$ cat config.mk
export PLATFORM = sky130hd
export DESIGN_NAME = fuse_ctl
export DESIGN_NICKNAME = d
export VERILOG_FILES = /design/src/rtl/fuse_ctl_pkg.sv /design/src/rtl/fuse_ctl_regs.sv /design/src/rtl/fuse_ctl_seq.sv /design/src/rtl/fuse_ctl.sv
export SDC_FILE = /design/constraint.sdc
export NUM_CORES = 1
export LEC_CHECK = 0
export BUFFER_PORTS_ARGS = -buffer_cell sky130_fd_sc_hd__buf_2
export CAP_MARGIN = 20
export CORE_AREA = 2 2 147 92
export CTS_CLUSTER_DIAMETER = 80
export DETAILED_ROUTE_END_ITERATION = 10
export DIE_AREA = 0 0 149 94
export PLACE_DENSITY = 0.68
export SLEW_MARGIN = 20
export SYNTH_ARGS = -nofsm -noshare
export SYNTH_HDL_FRONTEND = slang
export SYNTH_HIERARCHICAL = 1
export SYNTH_SLANG_ARGS = --single-unit
$ cat constraint.sdc
create_clock -name clk -period 2.5 [get_ports clk]
set_input_delay 0.5 -clock clk [delete_from_list [all_inputs] [get_ports clk]]
set_output_delay 0.5 -clock clk [all_outputs]
set_load 0.01 [all_outputs]
$ cat src/rtl/fuse_ctl_pkg.sv
package fuse_ctl_pkg;
  localparam logic [1:0] ADDR_CTL   = 2'd0;
  localparam logic [1:0] ADDR_PDATA = 2'd1;
  localparam logic [1:0] ADDR_RDATA = 2'd2;
  localparam int         KEY_LSB    = 8;
  localparam int         IDX_LSB    = 16;

  typedef enum logic [1:0] {
    OP_IDLE  = 2'd0,
    OP_PROG  = 2'd1,
    OP_SENSE = 2'd2
  } op_e;
endpackage

$ cat src/rtl/fuse_ctl_regs.sv
module fuse_ctl_regs
  import fuse_ctl_pkg::*;
#(
  parameter int          DATA_W   = 32,
  parameter int          IDX_W    = 9,
  parameter logic [7:0]  LOCK_KEY = 8'hA5
) (
  input  logic              clk,
  input  logic              rst_n,
  input  logic [1:0]        bus_addr,
  input  logic              bus_wr,
  input  logic [DATA_W-1:0] bus_wdata,
  output logic [DATA_W-1:0] bus_rdata,
  input  op_e               cur_op,
  input  logic              cap_en,
  input  logic [DATA_W-1:0] cap_data,
  output logic [IDX_W-1:0]  idx,
  output logic [DATA_W-1:0] pdata,
  output logic              go_prog,
  output logic              go_sense
);
  logic              idle;
  logic              ctl_wr;
  logic              pd_wr;
  logic              key_ok;
  logic [7:0]        key_q;
  logic [IDX_W-1:0]  idx_q;
  logic [DATA_W-1:0] pdata_q;
  logic [DATA_W-1:0] rdata_q;
  logic [DATA_W-1:0] ctl_view;

  assign idle     = (cur_op == OP_IDLE);
  assign ctl_wr   = bus_wr && (bus_addr == ADDR_CTL) && idle;
  assign pd_wr    = bus_wr && (bus_addr == ADDR_PDATA) && idle;
  assign key_ok   = (bus_wdata[KEY_LSB +: 8] == LOCK_KEY);
  assign go_prog  = ctl_wr && key_ok && (bus_wdata[1:0] == 2'b01);
  assign go_sense = ctl_wr && key_ok && (bus_wdata[1:0] == 2'b10);

  always_ff @(posedge clk or negedge rst_n) begin
    if (!rst_n) begin
      idx_q   <= '0;
      key_q   <= '0;
      pdata_q <= '0;
      rdata_q <= '0;
    end else begin
      if (ctl_wr) begin
        idx_q <= bus_wdata[IDX_LSB +: IDX_W];
        key_q <= bus_wdata[KEY_LSB +: 8];
      end
      if (pd_wr) pdata_q <= bus_wdata;
      if (cap_en) rdata_q <= cap_data;
    end
  end

  always_comb begin
    ctl_view                   = '0;
    ctl_view[IDX_LSB +: IDX_W] = idx_q;
    ctl_view[KEY_LSB +: 8]     = key_q;
    ctl_view[1]                = (cur_op == OP_SENSE);
    ctl_view[0]                = (cur_op == OP_PROG);
    case (bus_addr)
      ADDR_CTL:   bus_rdata = ctl_view;
      ADDR_PDATA: bus_rdata = pdata_q;
      ADDR_RDATA: bus_rdata = rdata_q;
      default:    bus_rdata = '0;
    endcase
  end

  assign idx   = idx_q;
  assign pdata = pdata_q;

  AST_BUSY_CTL_HOLD: assert property (@(posedge clk) disable iff (!rst_n)
    (bus_wr && bus_addr == ADDR_CTL && !idle) |=> ($stable(idx_q) && $stable(key_q)));
  AST_BUSY_PDATA_HOLD: assert property (@(posedge clk) disable iff (!rst_n)
    (bus_wr && bus_addr == ADDR_PDATA && !idle) |=> $stable(pdata_q));
  AST_RDATA_ONLY_CAPTURE: assert property (@(posedge clk) disable iff (!rst_n)
    !cap_en |=> $stable(rdata_q));
endmodule

$ cat src/rtl/fuse_ctl_seq.sv
module fuse_ctl_seq
  import fuse_ctl_pkg::*;
#(
  parameter int DATA_W      = 32,
  parameter int IDX_W       = 9,
  parameter int PROG_CYCLES = 20,
  parameter int READ_CYCLES = 4
) (
  input  logic              clk,
  input  logic              rst_n,
  input  logic              go_prog,
  input  logic              go_sense,
  input  logic [IDX_W-1:0]  idx,
  input  logic [DATA_W-1:0] pdata,
  output op_e               cur_op,
  output logic              cap_en,
  output logic [IDX_W-1:0]  fuse_addr,
  output logic [DATA_W-1:0] fuse_wdata,
  output logic              fuse_prog,
  output logic              fuse_sense
);
  localparam int MAXC = (PROG_CYCLES > READ_CYCLES) ? PROG_CYCLES : READ_CYCLES;
  localparam int CW   = $clog2(MAXC + 1);
  localparam logic [CW-1:0] PROG_LAST = CW'(PROG_CYCLES - 1);
  localparam logic [CW-1:0] READ_LAST = CW'(READ_CYCLES - 1);

  op_e           op_q;
  logic [CW-1:0] cnt_q;
  logic          last;

  assign last = ((op_q == OP_PROG) && (cnt_q == PROG_LAST)) ||
                ((op_q == OP_SENSE) && (cnt_q == READ_LAST));

  always_ff @(posedge clk or negedge rst_n) begin
    if (!rst_n) begin
      op_q  <= OP_IDLE;
      cnt_q <= '0;
    end else if (op_q == OP_IDLE) begin
      cnt_q <= '0;
      if (go_prog)       op_q <= OP_PROG;
      else if (go_sense) op_q <= OP_SENSE;
    end else if (last) begin
      op_q  <= OP_IDLE;
      cnt_q <= '0;
    end else begin
      cnt_q <= cnt_q + 1'b1;
    end
  end

  assign cur_op     = op_q;
  assign cap_en     = (op_q == OP_SENSE) && last;
  assign fuse_addr  = idx;
  assign fuse_wdata = pdata;
  assign fuse_prog  = (op_q == OP_PROG);
  assign fuse_sense = (op_q == OP_SENSE);

  AST_NO_START_WITHOUT_GO: assert property (@(posedge clk) disable iff (!rst_n)
    (op_q == OP_IDLE && !go_prog && !go_sense) |=> (op_q == OP_IDLE));
  AST_SINGLE_GO: assert property (@(posedge clk) disable iff (!rst_n)
    !(go_prog && go_sense));
endmodule

$ cat src/rtl/fuse_ctl.sv
module fuse_ctl
  import fuse_ctl_pkg::*;
#(
  parameter int         DATA_W      = 32,
  parameter int         IDX_W       = 9,
  parameter logic [7:0] LOCK_KEY    = 8'hA5,
  parameter int         PROG_CYCLES = 20,
  parameter int         READ_CYCLES = 4
) (
  input  logic              clk,
  input  logic              rst_n,
  input  logic [1:0]        bus_addr,
  input  logic              bus_wr,
  input  logic [DATA_W-1:0] bus_wdata,
  output logic [DATA_W-1:0] bus_rdata,
  output logic [IDX_W-1:0]  fuse_addr,
  output logic [DATA_W-1:0] fuse_wdata,
  output logic              fuse_prog,
  output logic              fuse_sense,
  input  logic [DATA_W-1:0] fuse_rdata
);
  op_e               cur_op;
  logic              cap_en;
  logic              go_prog;
  logic              go_sense;
  logic [IDX_W-1:0]  idx;
  logic [DATA_W-1:0] pdata;

  fuse_ctl_regs #(
    .DATA_W(DATA_W), .IDX_W(IDX_W), .LOCK_KEY(LOCK_KEY)
  ) regs_i (
    .clk(clk), .rst_n(rst_n),
    .bus_addr(bus_addr), .bus_wr(bus_wr), .bus_wdata(bus_wdata), .bus_rdata(bus_rdata),
    .cur_op(cur_op), .cap_en(cap_en), .cap_data(fuse_rdata),
    .idx(idx), .pdata(pdata), .go_prog(go_prog), .go_sense(go_sense)
  );

  fuse_ctl_seq #(
    .DATA_W(DATA_W), .IDX_W(IDX_W), .PROG_CYCLES(PROG_CYCLES), .READ_CYCLES(READ_CYCLES)
  ) seq_i (
    .clk(clk), .rst_n(rst_n),
    .go_prog(go_prog), .go_sense(go_sense), .idx(idx), .pdata(pdata),
    .cur_op(cur_op), .cap_en(cap_en),
    .fuse_addr(fuse_addr), .fuse_wdata(fuse_wdata),
    .fuse_prog(fuse_prog), .fuse_sense(fuse_sense)
  );

  AST_PROG_OPERANDS_STEADY: assert property (@(posedge clk) disable iff (!rst_n)
    (fuse_prog && $past(fuse_prog)) |-> ($stable(fuse_wdata) && $stable(fuse_addr)));
  AST_STROBES_EXCLUSIVE: assert property (@(posedge clk) disable iff (!rst_n)
    $onehot0({fuse_prog, fuse_sense, go_prog && fuse_prog}));
endmodule

==> impl_metrics.py, run 1 <==
metrics = {
    "outcome": {
        "status": "completed",
    },
    "sta": {
        "period_minus_slack_ns": 2.11,
        "slew_viol_final": 0,
        "worst_slew_pin_slew_ns": 0.503,
        "setup_viol": 0,
        "rsz0062_at_grt": "no",
        "fin_crit_sh_pct": 84.3,
        "tns_ns": 0,
        "finClkSkew_ns": 0.00633,
        "fmax_mhz": 474,
        "relSlewSlack_pct": 66.0,
        "hold_viol": 0,
    },
    "routing": {
        "met1Wirelength_mm": 4.94,
        "initialDrtViolationCount": 102,
        "top_layer": "met5",
        "vias_per_cell": 4.69,
        "wl_met3_um": 708,
        "drc": 0,
        "wl_met2_mm": 4.28,
        "dr.pass1.iters": 4,
        "wl_per_cell_um": 16.2,
        "num_vias": 2899,
        "wl_mm": 9.98,
        "detail-route-antenna-nets": 0,
    },
    "cts": {
        "clkTransAtPathRegs_ns": 0.06,
        "cts_max_path_buffers": 2,
        "ctsResizeCount": 0,
        "cts_tree": "yes",
        "cts.sinks": 88,
        "clockRootBuffer": "clkbuf_16",
        "clk_latency_ns": 0.33,
        "ctsHoldBuffers": 0,
        "numCtsBuffers": 9,
        "cts_setup_buffers": 0,
        "htreeDepth": 3,
    },
    "global_route": {
        "grt.overflow.total": 0,
        "grt_pass1_vias": 2938,
        "track_usage_pct": 14.6,
        "grt_pass1_wl_mm": 15.7,
        "grt_start_max_net_pins": 50,
        "antenna_found_initial": 1,
    },
    "place": {
        "gp_congestion": 0.755,
        "dp.final_hpwl_mm": 7.41,
        "numPortBuffers": 143,
    },
    "synthesis": {
        "yosysWarnings": 6,
        "seq_area_frac_synth_pct": 51.0,
        "yosys_most_used_dff": "dfrtp_1",
        "synth.most_common_cell": "dfrtp_1",
        "avgSynthCellArea_um2": 12.5,
        "synthTopCellsByArea": "dfrtp_1, mux2_2, buf_4",
        "synth.cell_area_mm2": 0.00432,
        "synth_fp_nets": 416,
        "ys_ff_latch": 88,
        "synth_cells": 346,
        "synth_edf_count": 0,
        "synthArstFlopShare_pct": 100,
        "synthTopCellsByCount": "dfrtp_1, mux2_2, buf_4",
        "synthDistinctLibCells": 30,
        "yosysTopAreaCell": "dfrtp_1",
        "synth_top_area_share_pct": 51.0,
    },
    "cells_and_area": {
        "nets": 514,
        "area_growth_pct": 20.3,
        "layout-drive-gt1-share_pct": 55.6,
        "fillers": 1243,
        "diodes": 0,
    },
    "worst_setup_path": {
        "cp.required_ns": 2.00,
        "crit_chain": "buf_2 -> buf_4 -> mux2i_1 -> o21ai_0 -> buf_2",
        "endpoint_kind": "output pin",
        "cp.arrival_ns": 1.61,
        "critPathMaxStageDelay_ns": 0.30,
        "crit_type": "input pin to output pin",
        "crit_fanout": 12,
        "cp_top_family": "buffers and inverters",
        "startpoint_type": "input pin",
        "crit_buf_inv": 3,
        "crit_path_top_delay_cell": "buf_2",
        "cp_common_cell": "buf_2",
    },
    "die": {
        "ios": 144,
        "dieArea_mm2": 0.0140,
        "die_w_um": 149,
        "fp.dieH_um": 94,
        "start_util_pct": 34.4,
        "rows": 32,
        "coreArea_mm2": 0.0126,
    },
    "power": {
        "cellPowerDensity_mw_per_mm2": 705,
        "power_w": 0.00366,
        "p_leak_nw": 2.60,
        "vdd_drop_max_uv": 285,
    },
    "run": {
        "drv_cap": 0,
    },
    "min_path": {
        "hp-class": "input pin to asynchronous set/reset pin",
    },
}
==> registers in the layout, indices dropped and copies added, names as in the netlist <==
name and count:
regs_i/idx 9, regs_i/key_q 8, regs_i/rdata_q 32, seq_i/cur_op 2, regs_i/pdata 32, seq_i/cnt_q 5
==> layout make-up <==
class,instances,area [µm²],share of cell area (%)
clock inverter,5,57.6,1.11
inverter,1,3.75,0.0722
sequential,88,2200,42.4
timing repair buffer,156,828,15.9
multi-input combinational,188,1650,31.8
clock buffer,10,239,4.60
tap,170,213,4.09
==> routing by layer <==
metal  up-vias  track usage (%)
met1      1436             21.0
met3         7             4.90
met4         2             2.62
met2       109             21.4
li1       1345                -
met5         -                0
==> per-stage QoR <==
stage	cell area (µm²)	hold WS, ns	cells	utilization (%)	setup WS [ns]
floorplan	4320	0.204	346	-	0.323
global placement	4900	0.444	603	39.0	0.387
detailed placement	4900	0.464	603	39.0	0.373
CTS	5200	0.151	618	41.3	0.374
global route	5200	0.159	618	41.3	0.303
finish	5200	0.136	618	41.3	0.392
==> path summary, 6_finish.rpt <==
path	start	end	slack [ns]	cells after the start
max	bus_addr[1]	bus_rdata[24]	0.39	5
min	rst_n	regs_i/pdata[18]	0.14	1
max reg2reg	seq_i/cnt_q[0]	regs_i/rdata_q[16]	0.50	5
min reg2reg	seq_i/cnt_q[0]	seq_i/cnt_q[0]	0.46	1
max in group asynchronous	rst_n	regs_i/pdata[19]	1.70	2
min in group clk	fuse_rdata[22]	regs_i/rdata_q[22]	0.40	2
==> where the power goes <==
| part | switching (W) | total, W | leakage [nW] | internal (W) |
|---|---|---|---|---|
| logic | 0.000319 | 0.000640 | 1.34 | 0.000321 |
| clock network | 0.000544 | 0.00134 | 0.137 | 0.000794 |
| registers | 0.000108 | 0.00168 | 1.12 | 0.00158 |
==> placed cells by master (no fill, tap or decap), types with 9 or more instances in the layout <==
cell	count
a22o_1	13
mux2_2	72
nand2_1	22
buf_4	13
mux2_1	10
nor2_1	9
o21ai_0	19
clkbuf_16	9
mux2i_1	17
buf_2	142
dfrtp_1	88
==> worst register-to-register path, delay by kind of cell, from the launching register on <==
kind | cells | cell delay (ns)
AND/OR/NAND/NOR | 2 | 0.64
multiplexers | 1 | 0.38
buffers and inverters | 1 | 0.30
flip-flops | 1 | 0.37
adder cells (fa/ha/maj) | 1 | 0.21
==> cells by family after synthesis <==
family | Yosys count | share of synthesized area (%)
xor+xnor | 3 | 0.608
simple gates | 49 | 6.40
fa+ha+maj | 1 | 0.290
flops | 88 | 51.0
mux | 99 | 25.3
buf+inv | 70 | 10.9
compound gates | 36 | 5.53
(Power assumes the default switching activity.)
==> run 2, diff against run 1 <==
==> constraint.sdc (replaced) <==
create_clock -name clk -period 2.1 [get_ports clk]
set_input_delay 0.42 -clock clk [delete_from_list [all_inputs] [get_ports clk]]
set_output_delay 0.42 -clock clk [all_outputs]
set_load 0.01 [all_outputs]
==> impl_metrics.py, run 2 (same netlist as run 1, synthesis figures left out) <==
metrics = {
    "cells_and_area": {
        "mostFrequentLayoutCells": "buf_2, dfrtp_1, mux2_2, nand2_1, o21ai_0",
        "area_growth_pct": 21.7,
        "multiInputGateArea_mm2": 0.00166,
        "mostFrequentLayoutCell": "buf_2",
        "layout-drive-gt1-share_pct": 55.8,
        "area.sequential_mm2": 0.00220,
        "post-route-util_pct": 41.8,
        "diodes": 0,
        "nets": 515,
        "fillers": 1212,
    },
    "place": {
        "pre_cts_ws_ns": -0.0984,
        "dp.final_hpwl_mm": 7.35,
        "gp_congestion": 0.719,
        "numPortBuffers": 143,
    },
    "sta": {
        "hold_viol": 0,
        "rsz0062_at_grt": "no",
        "finClkSkew_ns": 0.00802,
        "tns_ns": 0,
        "worst_slew_pin_slew_ns": 0.637,
        "fin_ws_ns": 0.0927,
        "setup_viol": 0,
        "fin_crit_sh_pct": 95.6,
        "holdWs_ns": 0.0545,
        "fmax_mhz": 498,
        "slew_viol_final": 0,
        "relSlewSlack_pct": 57.3,
        "period_minus_slack_ns": 2.01,
    },
    "global_route": {
        "antenna_found_initial": 2,
        "grt_pass1_wl_mm": 15.7,
        "grt_start_max_net_pins": 51,
        "grt_pass1_vias": 2970,
        "track_usage_pct": 14.5,
        "grt.overflow.total": 0,
    },
    "cts": {
        "cts.sinks": 88,
        "clkTransAtPathRegs_ns": 0.06,
        "clk_latency_ns": 0.33,
        "cts_max_path_buffers": 2,
        "clockRootBuffer": "clkbuf_16",
        "cts_tree": "yes",
        "numCtsBuffers": 9,
        "htreeDepth": 3,
    },
    "die": {
        "start_util_pct": 34.4,
        "dieArea_mm2": 0.0140,
        "die_w_um": 149,
        "rows": 32,
        "fp.dieH_um": 94,
        "coreArea_mm2": 0.0126,
        "ios": 144,
    },
    "worst_setup_path": {
        "cp_top_family": "buffers and inverters",
        "crit_chain": "buf_2 -> buf_4 -> buf_4 -> nor2b_4 -> buf_12 -> nand2_1 -> o21ai_0 -> buf_2",
        "critPathMaxStageDelay_ns": 0.22,
        "endpoint_kind": "output pin",
        "r2r-start": "seq_i/cnt_q[0]",
        "cp.arrival_ns": 1.59,
        "startpoint": "bus_addr[1]",
        "crit_buf_inv": 5,
        "crit_type": "input pin to output pin",
        "cp.required_ns": 1.68,
        "crit_fanout": 25,
        "crit_path_top_delay_cell": "buf_4",
        "startpoint_type": "input pin",
    },
    "routing": {
        "wl_met2_mm": 4.41,
        "num_vias": 2877,
        "wl_mm": 9.91,
        "top_layer": "met5",
        "dr.pass1.iters": 4,
        "met1Wirelength_mm": 4.80,
        "vias_per_cell": 4.64,
        "wl_per_cell_um": 16.0,
        "initialDrtViolationCount": 103,
        "wl_met3_um": 621,
        "drc": 0,
        "detail-route-antenna-nets": 0,
    },
    "power": {
        "clock_power_share_pct": 34.6,
        "p_sw_w": 0.00114,
        "swShare_pct": 26.8,
        "comb_power_share_pct": 18.2,
        "vdd_drop_max_uv": 391,
        "p_seq_share_pct": 47.2,
        "cellPowerDensity_mw_per_mm2": 806,
        "p_leak_nw": 2.62,
        "cellInternalPower_w": 0.00310,
    },
    "outcome": {
        "status": "completed",
    },
    "run": {
        "drv_cap": 0,
    },
    "min_path": {
        "hp-class": "input pin to asynchronous set/reset pin",
    },
}
[run 2: changes by cell type in the layout (fill, tap and decap cells not counted)]
cell        change
clkbuf_1        +2
bufinv_16       -1
buf_12          +5
o21ai_0         -1
buf_4           -4
nor2b_1         -1
nand2_2         +1
nor2b_4         +1
clkinv_2        -1
nand2_1         -1
clkinvlp_4      +1
o21ai_1         +1
[run 2: final cells by class]
| cell class | count | area share (%) |
|---|---|---|
| tap | 170 | 4.05 |
| inverter | 1 | 0.0714 |
| clock buffer | 12 | 4.69 |
| timing repair buffer | 157 | 17.1 |
| clock inverter | 4 | 0.571 |
| multi-input combinational | 188 | 31.6 |
| sequential | 88 | 41.9 |
[run 2: path summary, 6_finish.rpt]
check                           cells after the start            endpoint  slack, ns
max in group asynchronous                           2  regs_i/rdata_q[20]       1.40
worst min-delay path                                1   regs_i/rdata_q[1]       0.05
min in group clk                                    2    regs_i/pdata[28]       0.32
worst max register to register                      5  regs_i/rdata_q[30]       0.10
worst min register to register                      1      seq_i/cnt_q[0]       0.47
worst max-delay path                                8       bus_rdata[24]       0.09
[run 2: per-stage QoR]
stage / instances / total power, W / cell area, µm²
after CTS: 620 / 0.00432 / 5260
after detailed placement: 604 / 0.00281 / 4980
after floorplan: 346 / 0.00265 / 4320
after global routing: 620 / 0.00448 / 5260
final: 620 / 0.00424 / 5260
after global placement: 604 / 0.00278 / 4980
[run 2: power by group through the flow]
stage	Combinational [W]	Clock, W	Sequential, W
5_1_grt	0.000840	0.00161	0.00203
3_5_place_dp	0.000781	0	0.00203
2_1_floorplan	0.000649	0	0.00200
4_1_cts	0.000783	0.00153	0.00200
3_3_place_gp	0.000766	0	0.00202
6_report	0.000770	0.00147	0.00200
[run 2: worst reg2reg max path, stage by stage (launching register included)]
cell     delay [ns]
dfrtp_1        0.37
ha_1           0.21
or3b_4         0.43
nor3b_4        0.31
buf_12         0.21
mux2_2         0.36
[run 2: timing repair]
item	CTS	global route
hold buffers	0	0
resized for setup	1	1
buffers inserted	0	0
endpoints found under the setup margin	13	1
[run 2: routing by layer]
layer,track usage [%],vias up
met5,0,-
met4,3.33,2
met3,4.90,10
met2,21.9,79
met1,20.1,1429
li1,-,1357
==> run 3, diff against run 2 <==
--- a/config.mk
+++ b/config.mk
@@ -7,11 +7,13 @@
 export LEC_CHECK = 0
 export BUFFER_PORTS_ARGS = -buffer_cell sky130_fd_sc_hd__buf_2
 export CAP_MARGIN = 20
-export CORE_AREA = 2 2 147 92
+export CELL_PAD_IN_SITES_DETAIL_PLACEMENT = 1
+export CELL_PAD_IN_SITES_GLOBAL_PLACEMENT = 2
+export CORE_AREA = 2 2 153 95
 export CTS_CLUSTER_DIAMETER = 80
 export DETAILED_ROUTE_END_ITERATION = 10
-export DIE_AREA = 0 0 149 94
-export PLACE_DENSITY = 0.68
+export DIE_AREA = 0 0 155 97
+export PLACE_DENSITY = 0.89
 export SLEW_MARGIN = 20
 export SYNTH_ARGS = -nofsm -noshare
 export SYNTH_HDL_FRONTEND = slang
==> impl_metrics.py, run 3 (same netlist as run 1, synthesis figures left out) <==
metrics = {
    "outcome": {
        "status": "completed",
    },
    "cells_and_area": {
        "fillers": 1486,
        "final_area_mm2": 0.00529,
        "diodes": 0,
        "nets": 517,
        "area_growth_pct": 22.4,
        "mostFrequentLayoutCells": "buf_2, dfrtp_1, mux2_2, nand2_1, o21ai_0",
        "mostFrequentLayoutCell": "buf_2",
        "area.sequential_mm2": 0.00220,
        "final_cells": 627,
        "layout-drive-gt1-share_pct": 56.0,
        "post-route-util_pct": 39.2,
        "multiInputGateArea_mm2": 0.00167,
    },
    "worst_setup_path": {
        "endpoint_kind": "register",
        "crit_path_top_delay_cell": "or3b_4",
        "cp.arrival_ns": 2.23,
        "startpoint_type": "register",
        "cp.required_ns": 2.31,
        "crit_chain": "ha_2 -> or3b_4 -> nor3b_4 -> buf_12 -> mux2_2",
        "critPathMaxStageDelay_ns": 0.42,
        "rrSetupSlack_ns": 0.08,
        "r2r-start": "seq_i/cnt_q[0]",
        "crit_type": "register to register",
        "ff2ff_path_depth": 5,
        "worstReg2RegEnd": "regs_i/rdata_q[29]",
        "crit_fanout": 33,
    },
    "sta": {
        "fmax_mhz": 495,
        "fin_crit_sh_pct": 96.2,
        "relSlewSlack_pct": 76.4,
        "period_minus_slack_ns": 2.02,
        "setup_viol": 0,
        "finClkSkew_ns": 0.00618,
        "tns_ns": 0,
        "rsz0062_at_grt": "no",
        "worst_slew_pin_slew_ns": 0.350,
        "slew_viol_final": 0,
        "hold_viol": 0,
    },
    "power": {
        "p_leak_nw": 2.64,
        "vdd_drop_max_uv": 305,
        "power_w": 0.00449,
        "cellPowerDensity_mw_per_mm2": 849,
    },
    "place": {
        "dp.final_hpwl_mm": 8.39,
        "dp_cells": 610,
        "postPlaceCellArea_mm2": 0.00495,
        "numPortBuffers": 143,
        "gp_congestion": 0.764,
    },
    "min_path": {
        "hp-class": "input pin to register",
        "holdPathEnd": "regs_i/pdata[3]",
        "min_from": "bus_wdata[3]",
        "min_path_cells": 2,
    },
    "routing": {
        "vias_per_cell": 4.69,
        "detail-route-antenna-nets": 0,
        "drc": 0,
        "dr.pass1.iters": 4,
        "initialDrtViolationCount": 94,
        "num_vias": 2942,
        "wl_mm": 11.1,
        "wl_per_cell_um": 17.7,
    },
    "global_route": {
        "grt_start_max_net_pins": 49,
        "antenna_found_initial": 0,
        "grt_pass1_vias": 3240,
        "grt_pass1_wl_mm": 17.8,
        "grt.overflow.total": 0,
        "track_usage_pct": 15.1,
    },
    "die": {
        "coreArea_mm2": 0.0135,
        "die_w_um": 155,
        "dieArea_mm2": 0.0150,
        "rows": 33,
        "start_util_pct": 32.0,
        "ios": 144,
        "fp.dieH_um": 97,
    },
    "run": {
        "drv_cap": 0,
    },
    "cts": {
        "cts_max_path_buffers": 2,
        "clkTransAtPathRegs_ns": 0.06,
        "clockRootBuffer": "clkbuf_16",
        "cts_tree": "yes",
        "cts.sinks": 88,
        "htreeDepth": 3,
        "numCtsBuffers": 9,
        "clk_latency_ns": 0.33,
    },
}
[run 3: power breakdown]
group / internal, W / switching [W]
logic: 0.000389 / 0.000396
clock network: 0.00107 / 0.000625
registers: 0.00188 / 0.000130
total: 0.00334 / 0.00115
[run 3: layout make-up]
cell class,instances,share of cell area [%]
clock buffers,13,4.73
well taps,175,4.14
inverters,1,0.0710
clock inverters,3,1.23
flip-flops and latches,88,41.7
repair buffers,159,16.6
multi-input cells,188,31.5
[run 3: repair_timing]
action,CTS,global route
hold buffers,1,0
setup endpoints to repair,0,13
endpoints found under the hold margin,14,0
setup buffers,0,0
gates resized for setup,0,3
[run 3: worst max-delay path: cells and delay by family (launching register included)]
family	cells	cell delay, ns
simple gates	2	0.66
flops	1	0.38
mux	1	0.37
buf+inv	1	0.26
fa+ha+maj	1	0.22
[run 3: how the worst max path moves through the flow]
stage | start | endpoint | slack, ns | cells after the start
detailed placement | seq_i/cnt_q[0] | regs_i/rdata_q[8] | 0.07 | 5
global placement | seq_i/cnt_q[0] | regs_i/rdata_q[27] | 0.16 | 5
global route | seq_i/cnt_q[0] | regs_i/rdata_q[24] | 0.01 | 5
finish | seq_i/cnt_q[0] | regs_i/rdata_q[29] | 0.08 | 5
CTS | seq_i/cnt_q[0] | regs_i/rdata_q[29] | 0.06 | 5
floorplan | seq_i/cnt_q[0] | regs_i/rdata_q[10] | 0.08 | 6
[run 3: per-stage QoR]
stage	worst slack, ns	hold slack, ns
floorplan	0.0821	0.124
global placement	0.159	0.298
detailed placement	0.0735	0.300
CTS	0.0559	0.302
global route	0.0145	0.306
finish	0.0800	0.316
[run 3: per-layer routing]
| metal | GRT usage [%] | share of wire [%] |
|---|---|---|
| met3 | 4.66 | 5.5 |
| met5 | 0 | 0 |
| met4 | 3.28 | 0.88 |
| met2 | 24.8 | 47 |
| met1 | 19.7 | 46 |
